<file path="config.mk">
export PLATFORM = sky130hd
export DESIGN_NAME = refsw_ctrl
export DESIGN_NICKNAME = d
export VERILOG_FILES = /design/src/rtl/refsw_pkg.sv /design/src/rtl/refsw_select.sv /design/src/rtl/refsw_deglitch.sv /design/src/rtl/refsw_holdover.sv /design/src/rtl/refsw_monitor.sv /design/src/rtl/refsw_ctrl.sv
export SDC_FILE = /design/constraint.sdc
export NUM_CORES = 1
export LEC_CHECK = 0
export ABC_AREA = 1
export BUFFER_PORTS_ARGS = -buffer_cell sky130_fd_sc_hd__buf_4
export CAP_MARGIN = 20
export CORE_AREA = 2 2 39 41
export DETAILED_ROUTE_END_ITERATION = 10
export DIE_AREA = 0 0 41 43
export GPL_TIMING_DRIVEN = 0
export HOLD_SLACK_MARGIN = 0.05
export PLACE_DENSITY = 0.64
export SLEW_MARGIN = 20
export SYNTH_ARGS = -nofsm -noshare
export SYNTH_HDL_FRONTEND = slang
export SYNTH_SLANG_ARGS = --single-unit
</file>
<file path="constraint.sdc">
create_clock -name clk -period 3.15 [get_ports clk]
set_input_delay 0 -clock clk [delete_from_list [all_inputs] [get_ports clk]]
set_output_delay 0 -clock clk [all_outputs]
set_load 0.02 [all_outputs]
</file>
<file path="src/rtl/refsw_pkg.sv">
package refsw_pkg;

   typedef enum logic {
      REF_PRI = 1'b0,
      REF_SEC = 1'b1
   } ref_e;

   typedef enum logic [2:0] {
      MON_BOTH_GOOD = 3'd0,
      MON_LOCK_ALL  = 3'd1,
      MON_CLK_BAD   = 3'd2,
      MON_SEL_PRI   = 3'd3,
      MON_UNLOCKED  = 3'd4,
      MON_HOLD_N    = 3'd5,
      MON_CMP_N     = 3'd6,
      MON_ZERO      = 3'd7
   } mon_e;

endpackage

</file>
<file path="src/rtl/refsw_select.sv">
module refsw_select
   import refsw_pkg::*;
(
   input  logic cfg_sel_secondary,
   input  logic cfg_use_pin,
   input  logic auto_eff,
   input  logic cfg_stay_secondary,
   input  logic ref_sel_pin,
   input  logic pri_good,
   input  logic sec_good,
   input  ref_e cur,
   output ref_e target
);

   ref_e manual_sel;

   always_comb begin
      manual_sel = cfg_use_pin ? ref_e'(ref_sel_pin) : ref_e'(cfg_sel_secondary);
      if (!auto_eff) begin
         target = manual_sel;
      end else if (cur == REF_PRI) begin
         target = (!pri_good && sec_good) ? REF_SEC : REF_PRI;
      end else if (cfg_stay_secondary) begin
         target = REF_SEC;
      end else begin
         target = pri_good ? REF_PRI : REF_SEC;
      end
   end

endmodule

</file>
<file path="src/rtl/refsw_deglitch.sv">
module refsw_deglitch
   import refsw_pkg::*;
#(
   parameter int DGL_CYCLES = 8
) (
   input  logic clk,
   input  logic rst_n,
   input  logic bypass,
   input  ref_e target,
   output ref_e cur
);

   localparam int CNT_W = (DGL_CYCLES > 2) ? $clog2(DGL_CYCLES) : 1;
   localparam logic [CNT_W-1:0] CNT_LAST = CNT_W'(DGL_CYCLES - 1);

   logic [CNT_W-1:0] cnt;

   always_ff @(posedge clk or negedge rst_n) begin
      if (!rst_n) begin
         cur <= REF_PRI;
         cnt <= '0;
      end else if (target == cur) begin
         cnt <= '0;
      end else if (bypass || cnt == CNT_LAST) begin
         cur <= target;
         cnt <= '0;
      end else begin
         cnt <= cnt + 1'b1;
      end
   end

   // selection never moves unless a differing request was present
   assert_settle_R7: assert property (@(posedge clk) disable iff (!rst_n)
      (cur != $past(cur)) |-> ($past(target) != $past(cur)));

   // bypass commits a differing request at the next edge
   assert_bypass_R8: assert property (@(posedge clk) disable iff (!rst_n)
      (bypass && target != cur) |=> (cur == $past(target)));

endmodule

</file>
<file path="src/rtl/refsw_holdover.sv">
module refsw_holdover (
   input  logic clk,
   input  logic rst_n,
   input  logic hold_en,
   input  logic hold_ext,
   input  logic hold_pin,
   input  logic cmp_en,
   input  logic lock_cmp,
   input  logic dld,
   input  logic sel_good,
   output logic holdover
);

   logic locked_seen;
   logic lock_lvl;

   assign lock_lvl = cmp_en ? lock_cmp : 1'b1;

   always_ff @(posedge clk or negedge rst_n) begin
      if (!rst_n) begin
         locked_seen <= 1'b0;
         holdover    <= 1'b0;
      end else begin
         if (dld) locked_seen <= 1'b1;
         if (!hold_en)      holdover <= 1'b0;
         else if (hold_ext) holdover <= hold_pin;
         else               holdover <= ~sel_good & lock_lvl & locked_seen;
      end
   end

   assert_hold_off_R9: assert property (@(posedge clk) disable iff (!rst_n)
      !hold_en |=> !holdover);

   assert_hold_ext_R10: assert property (@(posedge clk) disable iff (!rst_n)
      (hold_en && hold_ext) |=> (holdover == $past(hold_pin)));

   // internal holdover never asserts while the selected reference is good
   assert_hold_good_R11: assert property (@(posedge clk) disable iff (!rst_n)
      (hold_en && !hold_ext && sel_good) |=> !holdover);

endmodule

</file>
<file path="src/rtl/refsw_monitor.sv">
module refsw_monitor
   import refsw_pkg::*;
#(
   parameter bit MON_REG = 1'b0
) (
   input  logic       clk,
   input  logic       rst_n,
   input  logic [2:0] sel,
   input  logic       pri_good,
   input  logic       sec_good,
   input  logic       clk_good,
   input  logic       dld,
   input  logic       lock_cmp,
   input  logic       sel_good,
   input  ref_e       cur,
   input  logic       holdover,
   output logic       mon_out
);

   logic mon_d;

   always_comb begin
      unique case (mon_e'(sel))
         MON_BOTH_GOOD: mon_d = pri_good & sec_good;
         MON_LOCK_ALL:  mon_d = dld & sel_good & clk_good;
         MON_CLK_BAD:   mon_d = ~clk_good;
         MON_SEL_PRI:   mon_d = (cur == REF_PRI);
         MON_UNLOCKED:  mon_d = ~dld;
         MON_HOLD_N:    mon_d = ~holdover;
         MON_CMP_N:     mon_d = ~lock_cmp;
         default:       mon_d = 1'b0;
      endcase
   end

   generate
      if (MON_REG) begin : g_reg
         always_ff @(posedge clk or negedge rst_n) begin
            if (!rst_n) mon_out <= 1'b0;
            else        mon_out <= mon_d;
         end
      end else begin : g_comb
         assign mon_out = mon_d;
      end
   endgenerate

endmodule

</file>
<file path="src/rtl/refsw_ctrl.sv">
module refsw_ctrl
   import refsw_pkg::*;
#(
   parameter int DGL_CYCLES = 8,
   parameter bit MON_REG    = 1'b0
) (
   input  logic       clk,
   input  logic       rst_n,
   input  logic       cfg_deglitch_off,
   input  logic       cfg_sel_secondary,
   input  logic       cfg_use_pin,
   input  logic       cfg_auto,
   input  logic       cfg_stay_secondary,
   input  logic       cfg_pwr_pri,
   input  logic       cfg_pwr_sec,
   input  logic       cfg_diff_mode,
   input  logic       cfg_cmp_en,
   input  logic       cfg_hold_en,
   input  logic       cfg_hold_ext,
   input  logic [2:0] cfg_mon_sel,
   input  logic       ref_sel_pin,
   input  logic       pri_good,
   input  logic       sec_good,
   input  logic       clk_good,
   input  logic       dld,
   input  logic       lock_cmp,
   input  logic       hold_pin,
   output logic       sel_secondary,
   output logic       pwr_pri,
   output logic       pwr_sec,
   output logic       holdover,
   output logic       mon_out
);

   generate
      if (DGL_CYCLES < 2) begin : g_bad_dgl
         $error("refsw_ctrl: DGL_CYCLES must be at least 2");
      end
   endgenerate

   logic auto_eff;
   logic sel_good;
   ref_e target;
   ref_e cur;

   assign auto_eff      = cfg_auto & ~cfg_diff_mode;
   assign sel_secondary = (cur == REF_SEC);
   assign sel_good      = (cur == REF_SEC) ? sec_good : pri_good;
   assign pwr_pri       = auto_eff | cfg_pwr_pri;
   assign pwr_sec       = auto_eff | cfg_pwr_sec;

   refsw_select u_select (
      .cfg_sel_secondary (cfg_sel_secondary),
      .cfg_use_pin       (cfg_use_pin),
      .auto_eff          (auto_eff),
      .cfg_stay_secondary(cfg_stay_secondary),
      .ref_sel_pin       (ref_sel_pin),
      .pri_good          (pri_good),
      .sec_good          (sec_good),
      .cur               (cur),
      .target            (target)
   );

   refsw_deglitch #(.DGL_CYCLES(DGL_CYCLES)) u_deglitch (
      .clk   (clk),
      .rst_n (rst_n),
      .bypass(cfg_deglitch_off),
      .target(target),
      .cur   (cur)
   );

   refsw_holdover u_holdover (
      .clk     (clk),
      .rst_n   (rst_n),
      .hold_en (cfg_hold_en),
      .hold_ext(cfg_hold_ext),
      .hold_pin(hold_pin),
      .cmp_en  (cfg_cmp_en),
      .lock_cmp(lock_cmp),
      .dld     (dld),
      .sel_good(sel_good),
      .holdover(holdover)
   );

   refsw_monitor #(.MON_REG(MON_REG)) u_monitor (
      .clk     (clk),
      .rst_n   (rst_n),
      .sel     (cfg_mon_sel),
      .pri_good(pri_good),
      .sec_good(sec_good),
      .clk_good(clk_good),
      .dld     (dld),
      .lock_cmp(lock_cmp),
      .sel_good(sel_good),
      .cur     (cur),
      .holdover(holdover),
      .mon_out (mon_out)
   );

   assert_stay_R3: assert property (@(posedge clk) disable iff (!rst_n)
      (auto_eff && cfg_stay_secondary && sel_secondary) |=> sel_secondary);

   assert_keep_both_bad_R6: assert property (@(posedge clk) disable iff (!rst_n)
      (auto_eff && !pri_good && !sec_good) |=> $stable(sel_secondary));

endmodule

</file>
* Word level (Yosys, flattened, before mapping)
Index checks and enable logic that the tools add are counted.
Widths: inputs -> output; s select.
** Word-level totals
- Output and inout bits :: 5
- Input bits :: 23
- Word-level logic and storage cells :: 47
- Register bits :: 6
** Operators by class
- Multiplexer cells :: 13
- Bitwise operators :: 16
- Add/sub/neg operators :: 1
- Reductions and logical operators :: 5
- Equality and inequality tests :: 8
** Operator list (count)
- $eq 3x3->1 const B :: 4
- $mux 1 :: 10
- $not 1->1 :: 8
- $pmux 1 s7 :: 1
- $and 1x1->1 :: 6
- $eq 3x2->1 const B :: 2
- $mux 3 :: 2
- $add 3x1->3 const B :: 1
- $eq 3x1->1 const B :: 1
- $logic_not 3->1 :: 1
- $or 1x1->1 :: 2
- $reduce_and 2->1 :: 1
- $eq 1x1->1 :: 1
- $logic_and 1x1->1 :: 1
- $logic_not 1->1 :: 1
- $logic_or 1x1->1 :: 1

* Depth between registers and ports, before layout
Gate-level depths: netlist (run 1).
- Depth in word-level cells :: 8
- Mapped depth :: 8
- Depth with buffers taken out :: 8

* Hierarchy
From an unflattened synthesis (run 1), not the netlist that was laid out.
** Second synthesis, totals
- Cell total of the unflattened synthesis :: 86
- Area, all modules :: 503.0 um2
** By module, submodules not included
- refsw_deglitch :: times used 1, area each 193.9 um2, cells each 22
- refsw_monitor :: times used 1, area each 115.1 um2, cells each 27
- refsw_holdover :: times used 1, area each 91.3 um2, cells each 11
- refsw_select :: times used 1, area each 58.8 um2, cells each 15
- refsw_ctrl :: times used 1, area each 43.8 um2, cells each 11

* Worst setup path before layout (run 1)
Ideal clock, no wire load.
- Path type :: flip-flop to flip-flop
- Start point :: reg u_deglitch.cnt[0]
- End point :: reg u_deglitch.cur
- Slack :: 1995 ps
- Arrival :: 1022 ps
- Required time :: 3017 ps
- Period minus slack after synthesis :: 1155 ps
- Stages on the path, launching flop included :: 5
- Cell sequence :: dfrtp_1 ha_1 ha_1 nor2_1 o21ai_0
** On the way
- Cells in the longest elaborated chain, start to end :: 3
** Ends and longest elaborated chain
- start: declaration :: line refsw_deglitch.sv:16 : logic [CNT_W-1:0] cnt;
- start signal: assignment :: line refsw_deglitch.sv:28 : cnt <= cnt + 1'b1;
- $eq 3x3->1 :: line refsw_deglitch.sv:24 : end else if (bypass || cnt == CNT_LAST) begin
- $logic_or 1x1->1 :: line refsw_deglitch.sv:24
- $reduce_and 2->1 (no source line)
- end signal: assignment :: line refsw_deglitch.sv:25 : cur <= target;
- end: declaration :: line refsw_deglitch.sv:10 : output ref_e cur
No other way between the ends.
A chain may end at the register's enable or synchronous reset.

* Final worst setup path (run 1)
- Start point :: reg u_deglitch.cur
- End point :: reg u_holdover.holdover
** On the way
- Cells in the longest elaborated chain, start to end :: 6
** Ends and longest elaborated chain
- $mux 1 :: line refsw_ctrl.sv:48 : assign sel_good = (cur == REF_SEC) ? sec_good : pri_good;
- $not 1->1 :: line refsw_holdover.sv:27 : else holdover <= ~sel_good & lock_lvl & locked_seen;
- $and 1x1->1 (2 in a row) :: line refsw_holdover.sv:27
- $mux 1 :: line refsw_holdover.sv:26 : else if (hold_ext) holdover <= hold_pin;
- $mux 1 :: line refsw_holdover.sv:25 : if (!hold_en) holdover <= 1'b0;
- end signal: assignment :: line refsw_holdover.sv:26
- end signal: assignment :: line refsw_holdover.sv:27
- end: declaration :: line refsw_holdover.sv:11 : output logic holdover
No other way between the ends.

==> results of run 1 <==
-- worst max-delay path, stage by stage (launching register included) --
cell	delay, ps
dfrtp_1	440
inv_2	80
nand2_2	60
nand2_2	60
a21oi_2	90
nand2_1	70
a21oi_2	110
dlygate4sd3_1	550
-- cell families after synthesis --
family	count (synthesis)	synth area share [%]
AO/OA/AOI/OAI	10	13.88
adder cells (fa/ha/maj)	2	5.665
buffers and inverters	15	12.75
flip-flops	6	33.99
AND/OR/NAND/NOR	36	33.71
-- registers in the layout, summed over array words and instances (netlist names) --
signal,count
u_deglitch.cnt,3
u_deglitch.cur,1
u_holdover.holdover,1
u_holdover.locked_seen,1
-- layout make-up --
cell class	count	area [sq um]
timing repair buffer	32	252.7
inverter	15	56.30
sequential	6	150.1
fill	137	646.9
multi-input combinational	48	235.2
tap	16	20.02
clock buffer	3	22.52
-- power by group through the flow --
stage	registers, mW	logic (mW)	clock network, mW
6_report	0.0876	0.0837	0.0695
5_1_grt	0.0887	0.0928	0.0765
4_1_cts	0.0875	0.0848	0.0732
3_5_place_dp	0.0887	0.0791	0
3_3_place_gp	0.0885	0.0782	0
2_1_floorplan	0.0910	0.0374	0
-- layer usage --
metal / GRT usage, % / part of all wire [%]
met1: 14.57 / 42
met2: 20.31 / 51
met3: 1.571 / 6.4
met4: 8.000 / 0
met5: 0 / 0
-- worst paths after layout --
check / endpoint / slack (ps) / start / depth (start not counted)
min in group clk: u_deglitch.cur$_DFFE_PN0P_ / 210 / cfg_use_pin / 6
hold / removal: u_deglitch.cur$_DFFE_PN0P_ / 100 / rst_n / 2
max in group asynchronous: u_deglitch.cnt[0]$_DFF_PN0_ / 2940 / rst_n / 2
setup / recovery: u_holdover.holdover$_DFF_PN0_ / 1620 / u_deglitch.cur$_DFFE_PN0P_ / 7
setup reg to reg: u_holdover.holdover$_DFF_PN0_ / 1620 / u_deglitch.cur$_DFFE_PN0P_ / 7
hold reg to reg: u_holdover.locked_seen$_DFFE_PN0P_ / 460 / u_holdover.locked_seen$_DFFE_PN0P_ / 1
-- cells in the final DEF, fill, tap and decap left out --
cell type,netlist,layout
a21oi_2,3,3
or2_2,1,1
nand2_2,3,3
buf_4,0,27
o21ai_0,4,4
inv_1,14,14
ha_1,2,2
dfrtp_1,6,6
dlygate4sd3_1,0,5
nand2_1,22,22
o21ai_1,1,1
clkbuf_4,0,3
a21oi_1,2,2
nor2_1,7,7
inv_2,1,1
nand3_1,3,3
-- per-stage QoR --
| step | total power, mW | hold slack (ps) | setup WS (ps) |
|---|---|---|---|
| after floorplan | 0.1284 | -295.6 | 1995 |
| after global placement | 0.1667 | -189.5 | 1896 |
| after detailed placement | 0.1678 | -189.3 | 1880 |
| after CTS | 0.2455 | 87.56 | 1622 |
| after global routing | 0.2580 | 115.0 | 1502 |
| final | 0.2408 | 95.19 | 1616 |
==> impl_metrics.py, run 1 <==
metrics = {
    "synth": {
        "synth_cell_types": 13,
        "ys.flop_type": "dfrtp_1",
        "yosys-top-cells-count": "nand2_1 (22), inv_1 (14), nor2_1 (7), dfrtp_1 (6), o21ai_0 (4)",
        "syn_nets": 94,
        "synth_top_cell_by_area": "dfrtp_1",
        "synthArstFlopShare_pct": 100.0,
        "seq_area_frac_synth_pct": 33.99,
        "synth_warnings": 0,
        "synth_top_area_share_pct": 33.99,
        "synthCells": 69,
        "yosysMostFrequentCell": "nand2_1",
        "synth-edff-count": 0,
        "syn_area_per_cell_sq_um": 6.401,
        "synth_seq_cells": 6,
        "synth_area_sq_um": 441.7,
        "synth_area_leaders": "dfrtp_1 (34%), nand2_1 (19%), inv_1 (12%)",
    },
    "setup_path": {
        "cp_data_required_time_ps": 3330,
        "endpoint_kind": "flip-flop",
        "critical_path_class": "flip-flop to flip-flop",
        "cp_max_fo": 6,
        "cp-start-kind": "flip-flop",
        "arrival_ps": 1710,
    },
    "hold_path": {
        "hp-class": "input pin to asynchronous set/reset pin",
    },
    "sta": {
        "rsz0062_at_grt": "no",
        "fin_skew_ps": 3.140,
        "fin_setup_tns_ps": 0,
        "setup_viol": 0,
        "worst_slew_pin_slew_ps": 283.2,
        "fin_crit_sh_pct": 48.71,
        "slew_headroom_pct": 81.05,
        "hold_viol_final": 0,
        "period_needed_ps": 1534,
        "slew_violations": 0,
        "fmax_ghz": 0.6517,
    },
    "route": {
        "drt_iter0_drc": 2,
        "vias_per_cell": 4.300,
        "dr.pass1.iters": 3,
        "final_antenna_net_count": 0,
        "dr_total_vias": 516,
        "wl_per_cell_microns": 8.417,
        "wl_mm": 1.010,
        "drc": 0,
    },
    "global_routing": {
        "grt_pass1_wl_mm": 1.518,
        "grt_pass1_vias": 417,
        "antenna_found_initial": 0,
        "grt_max_degree": 7,
        "grt_usage_pct": 12.56,
        "overflow": 0,
    },
    "outcome": {
        "status": "finished clean",
    },
    "layout": {
        "diodes": 0,
        "fin_nets": 131,
        "areaGrowthSynthToFinish_pct": 66.86,
        "drive_above_1_share_pct": 36.54,
        "fin_cells": 120,
        "fin_area_sq_um": 737.0,
        "fin_util_pct": 53.25,
    },
    "place": {
        "place.port_buffers": 27,
        "gp_congestion": 0.7300,
        "place_inst": 112,
        "post_dp_cell_area_sq_um": 664.4,
    },
    "floorplanning": {
        "die_area_sq_um": 1763,
        "rows": 14,
        "fp.dieH_microns": 43,
        "initial_utilization_pct": 31.92,
        "core_area_sq_um": 1384,
        "io_pins": 28,
        "chipWidth_microns": 41,
    },
    "clock_network": {
        "h-tree-depth": 1,
        "cts_hold_buf": 5,
        "tritoncts": "done",
        "cts_buffer_depth": 2,
        "clkTransAtPathRegs_ps": 50,
        "cts_buffers": 3,
        "cts_resized": 0,
        "clock_latency_ps": 240,
        "numClockSinks": 6,
        "cts_setup_buffers": 0,
        "cts-root-buf": "clkbuf_4",
    },
    "pwr": {
        "peakVddDrop_mv": 0.1861,
        "power.share.clock_pct": 28.9,
        "powerDensity_nw_per_um2": 326.8,
        "p_seq_share_pct": 36.4,
        "p_int_mw": 0.1694,
        "swShare_pct": 29.65,
        "p_leak_nw": 0.4372,
        "p_comb_share_pct": 34.8,
        "switchingPower_mw": 0.07141,
    },
    "run": {
        "drv_cap": 0,
    },
}
(Power assumes the default switching activity.)
==> run 2, diff against run 1 <==
--- a/config.mk
+++ b/config.mk
@@ -5,15 +5,15 @@
 export SDC_FILE = /design/constraint.sdc
 export NUM_CORES = 1
 export LEC_CHECK = 0
-export ABC_AREA = 1
+export ABC_AREA = 0
 export BUFFER_PORTS_ARGS = -buffer_cell sky130_fd_sc_hd__buf_4
 export CAP_MARGIN = 20
-export CORE_AREA = 2 2 39 41
+export CORE_MARGIN = 2
+export CORE_UTILIZATION = 35
 export DETAILED_ROUTE_END_ITERATION = 10
-export DIE_AREA = 0 0 41 43
 export GPL_TIMING_DRIVEN = 0
 export HOLD_SLACK_MARGIN = 0.05
-export PLACE_DENSITY = 0.64
+export PLACE_DENSITY = 0.69
 export SLEW_MARGIN = 20
 export SYNTH_ARGS = -nofsm -noshare
 export SYNTH_HDL_FRONTEND = slang
==> constraint.sdc (replaced) <==
create_clock -name clk -period 1.3 [get_ports clk]
set_input_delay 0 -clock clk [delete_from_list [all_inputs] [get_ports clk]]
set_output_delay 0 -clock clk [all_outputs]
set_load 0.02 [all_outputs]
==> run 2 against run 1 <==
  * The flow now finishes with violations (setup timing)
  * Setup slack lost 1700 ps
  * Via count shrank 1.2%
  * Total power grew to 2.8 times the previous value
  * Sequential power grew 150%
  * Design area grew 11%
  * Critical endpoint is now mon_out
  * Largest cell class is now multi-input combinational cells
==> impl_metrics.py, run 2 <==
metrics = {
    "layout": {
        "largest_reg_flops": 3,
        "diodes": 0,
        "fin_area_sq_um": 818.3,
        "fillers": 93,
        "mostFrequentLayoutCell": "buf_4",
        "final_cell_mix": "buf_4 (31), nand2b_1 (5), dfrtp_1 (5)",
        "drive_above_1_share_pct": 48.89,
        "registers.top_by_ff_count": "u_deglitch.cnt",
        "fin_util_pct": 70.78,
        "areaGrowthSynthToFinish_pct": 80.17,
        "fin_nets": 116,
    },
    "sta": {
        "hold_viol_final": 0,
        "slew_headroom_pct": 82.84,
        "fin_skew_ps": 3.313,
        "period_needed_ps": 1391,
        "slew_violations": 0,
        "fmax_ghz": 0.7189,
        "fin_ws_ps": -90.99,
        "setup_viol": 1,
        "rsz0062_at_grt": "yes",
        "fin_crit_sh_pct": 107.0,
        "worst_slew_pin_slew_ps": 257.5,
        "holdWs_ps": 79.51,
    },
    "setup_path": {
        "endpoint_kind": "output port",
        "critical_path_class": "flip-flop to output port",
        "cp-start-kind": "flip-flop",
        "cp_max_fo": 4,
        "arrival_ps": 1390,
        "cp_data_required_time_ps": 1300,
    },
    "route": {
        "final_antenna_net_count": 0,
        "drc": 0,
        "dr_total_vias": 510,
        "vias_per_cell": 4.904,
        "wl_per_cell_microns": 11.44,
        "wl_mm": 1.190,
        "drt_iter0_drc": 4,
        "dr.pass1.iters": 2,
    },
    "global_routing": {
        "grt_use_met2_pct": 30.65,
        "overflow": 0,
        "antenna_found_initial": 0,
        "grt_max_degree": 9,
        "use_met3_pct": 5.556,
        "grt_pass1_vias": 491,
        "grt_busiest_layer": "met2",
        "grt_pass1_wl_mm": 1.959,
        "grtUsageMet1_pct": 21.59,
        "grt_usage_pct": 19.10,
    },
    "place": {
        "place.port_buffers": 27,
        "post_dp_cell_area_sq_um": 678.2,
        "dpl.hpwl_microns": 891.9,
        "gp_congestion": 0.6892,
    },
    "synth": {
        "yosysMostFrequentCell": "dfrtp_1",
        "seq_area_frac_synth_pct": 33.06,
        "syn_area_per_cell_sq_um": 8.906,
        "yosys-top-cells-count": "dfrtp_1 (6), nand2b_1 (5), mux2i_1 (4), nand2_1 (4)",
        "synth_area_sq_um": 454.2,
        "synth_top_cell_by_area": "dfrtp_1",
        "ys.flop_type": "dfrtp_1",
        "synth-edff-count": 0,
        "synth_area_leaders": "dfrtp_1 (33%), mux2i_1 (8.8%), nand2b_1 (6.9%)",
        "syn_nets": 76,
        "synthCells": 51,
        "synth_warnings": 0,
        "synth_top_area_share_pct": 33.06,
        "synth_seq_cells": 6,
        "synthArstFlopShare_pct": 100.0,
        "synth_cell_types": 26,
    },
    "pwr": {
        "p_leak_nw": 0.3848,
        "powerDensity_nw_per_um2": 822.1,
        "peakVddDrop_mv": 0.5137,
    },
    "floorplanning": {
        "io_pins": 28,
        "rows": 12,
        "fp.dieH_microns": 40.03,
        "die_area_sq_um": 1602,
        "chipWidth_microns": 40.03,
        "core_area_sq_um": 1156,
        "initial_utilization_pct": 39.29,
    },
    "clock_network": {
        "clkTransAtPathRegs_ps": 50,
        "cts_buffers": 3,
        "h-tree-depth": 1,
        "clock_latency_ps": 260,
        "cts_buffer_depth": 2,
        "cts-root-buf": "clkbuf_4",
        "numClockSinks": 6,
        "tritoncts": "done",
    },
    "run": {
        "drv_cap": 0,
    },
    "hold_path": {
        "hp-class": "input pin to flip-flop",
    },
    "outcome": {
        "status": "finished, violations left",
        "violations": "setup timing",
    },
}
==> run 2: cell count changes after synthesis, moves of 3 or more <==
cell	previous run	this run
nand2_2	3	0
a21oi_2	3	0
mux2i_1	0	4
nand2_1	22	4
inv_1	14	2
nand3b_1	0	3
nor2_1	7	3
nand2b_1	0	5
o21ai_0	4	1
==> run 2: critical path: stages (launching register included) <==
cell and delay (ps):
dfrtp_2 430, buf_6 130, o22ai_1 150, a31oi_1 110, a211oi_2 160, buf_4 170
==> run 2: area by class of cell <==
cell class | instances | area, sq um | area share, %
Inverter | 2 | 7.507 | 0.9174
Multi-Input combinational cell | 42 | 331.6 | 40.52
Tap cell | 14 | 17.52 | 2.141
Sequential cell | 6 | 151.4 | 18.50
Timing Repair Buffer | 35 | 272.8 | 33.33
Buffer | 1 | 11.26 | 1.376
Clock buffer | 4 | 26.28 | 3.211
==> run 2: logic make-up after synthesis <==
group / synth area share (%)
adder cells (fa/ha/maj): 5.509
multiplexers: 8.816
flip-flops: 33.06
AND/OR/NAND/NOR: 29.48
AO/OA/AOI/OAI: 20.39
buffers and inverters: 2.754
==> run 2: report_power, final <==
part           total (mW)  internal (mW)  switching, mW  leakage [nW]
sequential          0.216          0.202         0.0146        0.0736
clock               0.200          0.117         0.0832        0.0150
combinational       0.256          0.148          0.108         0.296
==> run 2: stage by stage <==
step           power, mW  setup slack [ps]  setup TNS, ps  instances
6_report          0.6727            -90.99         -90.99        104
5_1_grt           0.7184            -143.3         -272.8        104
4_1_cts           0.6662            -104.9         -104.9        103
3_5_place_dp      0.4235            -118.3         -297.3         92
3_3_place_gp      0.4185            -46.78         -128.8         92
2_1_floorplan     0.3215             2.419              0         51
==> run 2: worst paths after layout <==
check / start / end / slack, ps / cells past startpoint
max in group asynchronous: rst_n / u_deglitch.cur$_DFFE_PN0P_ / 1090 / 2
worst min-delay path: hold_pin / u_holdover.holdover$_DFF_PN0_ / 80 / 4
worst max register to register: u_deglitch.cnt[0]$_DFF_PN0_ / u_deglitch.cnt[0]$_DFF_PN0_ / 30 / 5
min in group asynchronous: rst_n / u_deglitch.cnt[1]$_DFF_PN0_ / 90 / 2
worst max-delay path: u_deglitch.cur$_DFFE_PN0P_ / mon_out / -90 / 5
worst min register to register: u_holdover.locked_seen$_DFFE_PN0P_ / u_holdover.locked_seen$_DFFE_PN0P_ / 500 / 1
==> run 2: repair_timing <==
item / in CTS / in global routing
hold buffers: 4 / 0
pin swaps: 4 / 4
endpoints found under the setup margin: 5 / 4
setup buffers: 3 / 1
hold endpoints to repair: 9 / 0
resized for setup: 5 / 4
==> run 2: metal layers <==
metal	part of all wire [%]	routed length [microns]
met5	0	0
met4	0	0
met3	6.1	73
met2	50	599
met1	43	517
==> run 3, diff against run 2 <==
--- a/config.mk
+++ b/config.mk
@@ -8,13 +8,14 @@
 export ABC_AREA = 0
 export BUFFER_PORTS_ARGS = -buffer_cell sky130_fd_sc_hd__buf_4
 export CAP_MARGIN = 20
-export CORE_MARGIN = 2
-export CORE_UTILIZATION = 35
+export CORE_AREA = 2 2 39 41
 export DETAILED_ROUTE_END_ITERATION = 10
+export DIE_AREA = 0 0 41 43
 export GPL_TIMING_DRIVEN = 0
 export HOLD_SLACK_MARGIN = 0.05
-export PLACE_DENSITY = 0.69
+export PLACE_DENSITY = 0.62
 export SLEW_MARGIN = 20
 export SYNTH_ARGS = -nofsm -noshare
 export SYNTH_HDL_FRONTEND = slang
+export SYNTH_HIERARCHICAL = 1
 export SYNTH_SLANG_ARGS = --single-unit
==> run 3 against run 2 <==
  * The run still ends with setup timing left
  * Die area up 10%
  * Global-route usage shrank 7.1 points
  * Non-clock buffer count fell by 2
  * Synthesized cell count is 33% lower
  * Critical path type unchanged
  * Largest power group unchanged
  * Highest routed layer is now met4
==> impl_metrics.py, run 3 <==
metrics = {
    "floorplanning": {
        "initial_utilization_pct": 27.85,
        "chipWidth_microns": 41,
        "io_pins": 28,
        "die_area_sq_um": 1763,
        "rows": 14,
        "core_area_sq_um": 1384,
        "fp.dieH_microns": 43,
    },
    "route": {
        "wl_per_cell_microns": 9.943,
        "wl_met1_microns": 348,
        "dr_wl_met2_microns": 403,
        "final_antenna_net_count": 0,
        "dr_total_vias": 407,
        "dr.pass1.iters": 3,
        "vias_per_cell": 4.625,
        "drc": 0,
        "route.met3.wl_microns": 110,
        "wl_microns": 875,
        "top_layer_used": "met4",
        "drt_iter0_drc": 1,
    },
    "synth": {
        "synth_area_leaders": "dfrtp_1 (39%), mux2i_1 (7.8%), ha_1 (6.5%)",
        "synthArstFlopShare_pct": 100.0,
        "yosysMostFrequentCell": "dfrtp_1",
        "synth_seq_cells": 6,
        "synth_area_sq_um": 385.4,
        "synth_top_cell_by_area": "dfrtp_1",
        "ys.flop_type": "dfrtp_1",
        "synth_cell_types": 21,
        "synth-edff-count": 0,
        "synth_top_area_share_pct": 38.96,
        "synth_warnings": 6,
        "seq_area_frac_synth_pct": 38.96,
        "yosys-top-cells-count": "dfrtp_1 (6), nand2b_1 (4), mux2i_1 (3)",
        "synthCells": 34,
        "syn_area_per_cell_sq_um": 11.33,
        "syn_nets": 59,
    },
    "global_routing": {
        "overflow": 0,
        "grt_usage_pct": 12.03,
        "grt_pass1_wl_mm": 1.386,
        "grt_pass1_vias": 405,
        "grt_max_degree": 7,
        "antenna_found_initial": 0,
    },
    "place": {
        "place_inst": 77,
        "place.port_buffers": 27,
        "gp_congestion": 0.7498,
        "post_dp_cell_area_sq_um": 609.3,
    },
    "outcome": {
        "status": "finished, violations left",
        "violations": "setup timing",
    },
    "setup_path": {
        "cp_data_required_time_ps": 1300,
        "rrSetupSlack_ps": 0,
        "ff2ff_path_depth": 5,
        "endpoint_kind": "output port",
        "cp-start-kind": "flip-flop",
        "cp_max_fo": 2,
        "arrival_ps": 1690,
        "critical_path_class": "flip-flop to output port",
    },
    "sta": {
        "period_needed_ps": 1686,
        "slew_violations": 0,
        "setup_viol": 1,
        "fin_crit_sh_pct": 129.7,
        "fmax_ghz": 0.5932,
        "fin_setup_tns_ps": -385.7,
        "slew_headroom_pct": 88.79,
        "fin_ws_ps": -385.7,
        "hold_viol_final": 0,
        "fin_skew_ps": 4.582,
        "rsz0062_at_grt": "yes",
        "worst_slew_pin_slew_ps": 163.5,
    },
    "clock_network": {
        "cts_buffers": 3,
        "h-tree-depth": 1,
        "cts_buffer_depth": 2,
        "tritoncts": "done",
        "cts-root-buf": "clkbuf_4",
        "clkTransAtPathRegs_ps": 50,
        "clock_latency_ps": 240,
        "numClockSinks": 6,
    },
    "hold_path": {
        "hp-class": "input pin to flip-flop",
        "hold_depth": 3,
    },
    "layout": {
        "fillers": 137,
        "fin_util_pct": 53.62,
        "fin_area_sq_um": 742.0,
        "mostFrequentLayoutCell": "buf_4",
        "registers.top_by_ff_count": "u_deglitch/cnt",
        "drive_above_1_share_pct": 59.72,
        "areaGrowthSynthToFinish_pct": 92.53,
        "final_cell_mix": "buf_4 (28), dlygate4sd3_1 (5), dfrtp_1 (5), nand2b_1 (4)",
        "fin_cells": 88,
        "diodes": 0,
        "largest_reg_flops": 3,
        "fin_nets": 98,
    },
    "run": {
        "drv_cap": 0,
    },
    "pwr": {
        "powerDensity_nw_per_um2": 832.9,
        "peakVddDrop_mv": 0.5591,
        "p_leak_nw": 0.3755,
    },
}
-- run 3: final timing paths --
path | start | endpoint
hold / removal | cfg_deglitch_off | u_deglitch/cnt[0]$_DFF_PN0_
min in group asynchronous | rst_n | u_deglitch/cnt[0]$_DFF_PN0_
setup reg to reg | u_deglitch/cur$_DFFE_PN0P_ | u_deglitch/cnt[0]$_DFF_PN0_
hold reg to reg | u_holdover/locked_seen$_DFFE_PN0P_ | u_holdover/locked_seen$_DFFE_PN0P_
setup / recovery | u_deglitch/cur$_DFFE_PN0P_ | mon_out
max in group asynchronous | rst_n | u_deglitch/cur$_DFFE_PN0P_
-- run 3: per-layer routing --
layer / track usage (%) / up-vias
met4: 6.000 / 0
li1: - / 203
met3: 7.853 / 2
met5: 0 / -
met2: 17.50 / 25
met1: 12.83 / 177
-- run 3: cell families after synthesis --
| kind of cell | after synthesis | share of synthesized area [%] |
|---|---|---|
| AO/OA/AOI/OAI | 5 | 8.768 |
| XOR/XNOR | 1 | 2.273 |
| buffers and inverters | 1 | 0.9731 |
| AND/OR/NAND/NOR | 13 | 22.08 |
| flip-flops | 6 | 38.96 |
| multiplexers | 6 | 20.45 |
| adder cells (fa/ha/maj) | 2 | 6.492 |
-- run 3: what timing repair did --
action,4_1_cts,5_1_grt
setup buffers,2,0
pin swaps,2,7
hold endpoints to repair,8,0
cloned,0,0
endpoints found under the setup margin,2,6
resized for setup,7,4
hold buffers,5,0
-- run 3: area by class of cell --
cell class | instances | area, sq um | area share, %
timing repair buffer | 34 | 271.5 | 36.59
multi-input combinational | 27 | 269.0 | 36.26
sequential | 6 | 151.4 | 20.40
clock buffer | 4 | 26.28 | 3.541
tap | 16 | 20.02 | 2.698
inverter | 1 | 3.754 | 0.5059
-- run 3: where the power goes --
| part | internal, mW | switching (mW) | total (mW) |
|---|---|---|---|
| combinational | 0.137 | 0.0864 | 0.223 |
| clock | 0.116 | 0.0652 | 0.181 |
| sequential | 0.204 | 0.00908 | 0.213 |
| total | 0.457 | 0.161 | 0.618 |
-- run 3: through the flow --
stage	power, mW	worst slack (ps)	hold WS, ps
floorplan	0.3034	-114.8	-295.6
global placement	0.3973	-192.6	-190.1
detailed placement	0.4002	-203.0	-192.4
CTS	0.6232	-402.5	83.72
global route	0.6682	-439.9	75.62
finish	0.6180	-385.7	82.12
-- run 3: worst max-delay path, cell delays in order, from the launching register on --
cell     delay (ps)
dfrtp_2         410
mux2_4          300
nand4_1          60
o21ai_1          60
mux4_2          460
buf_6           150
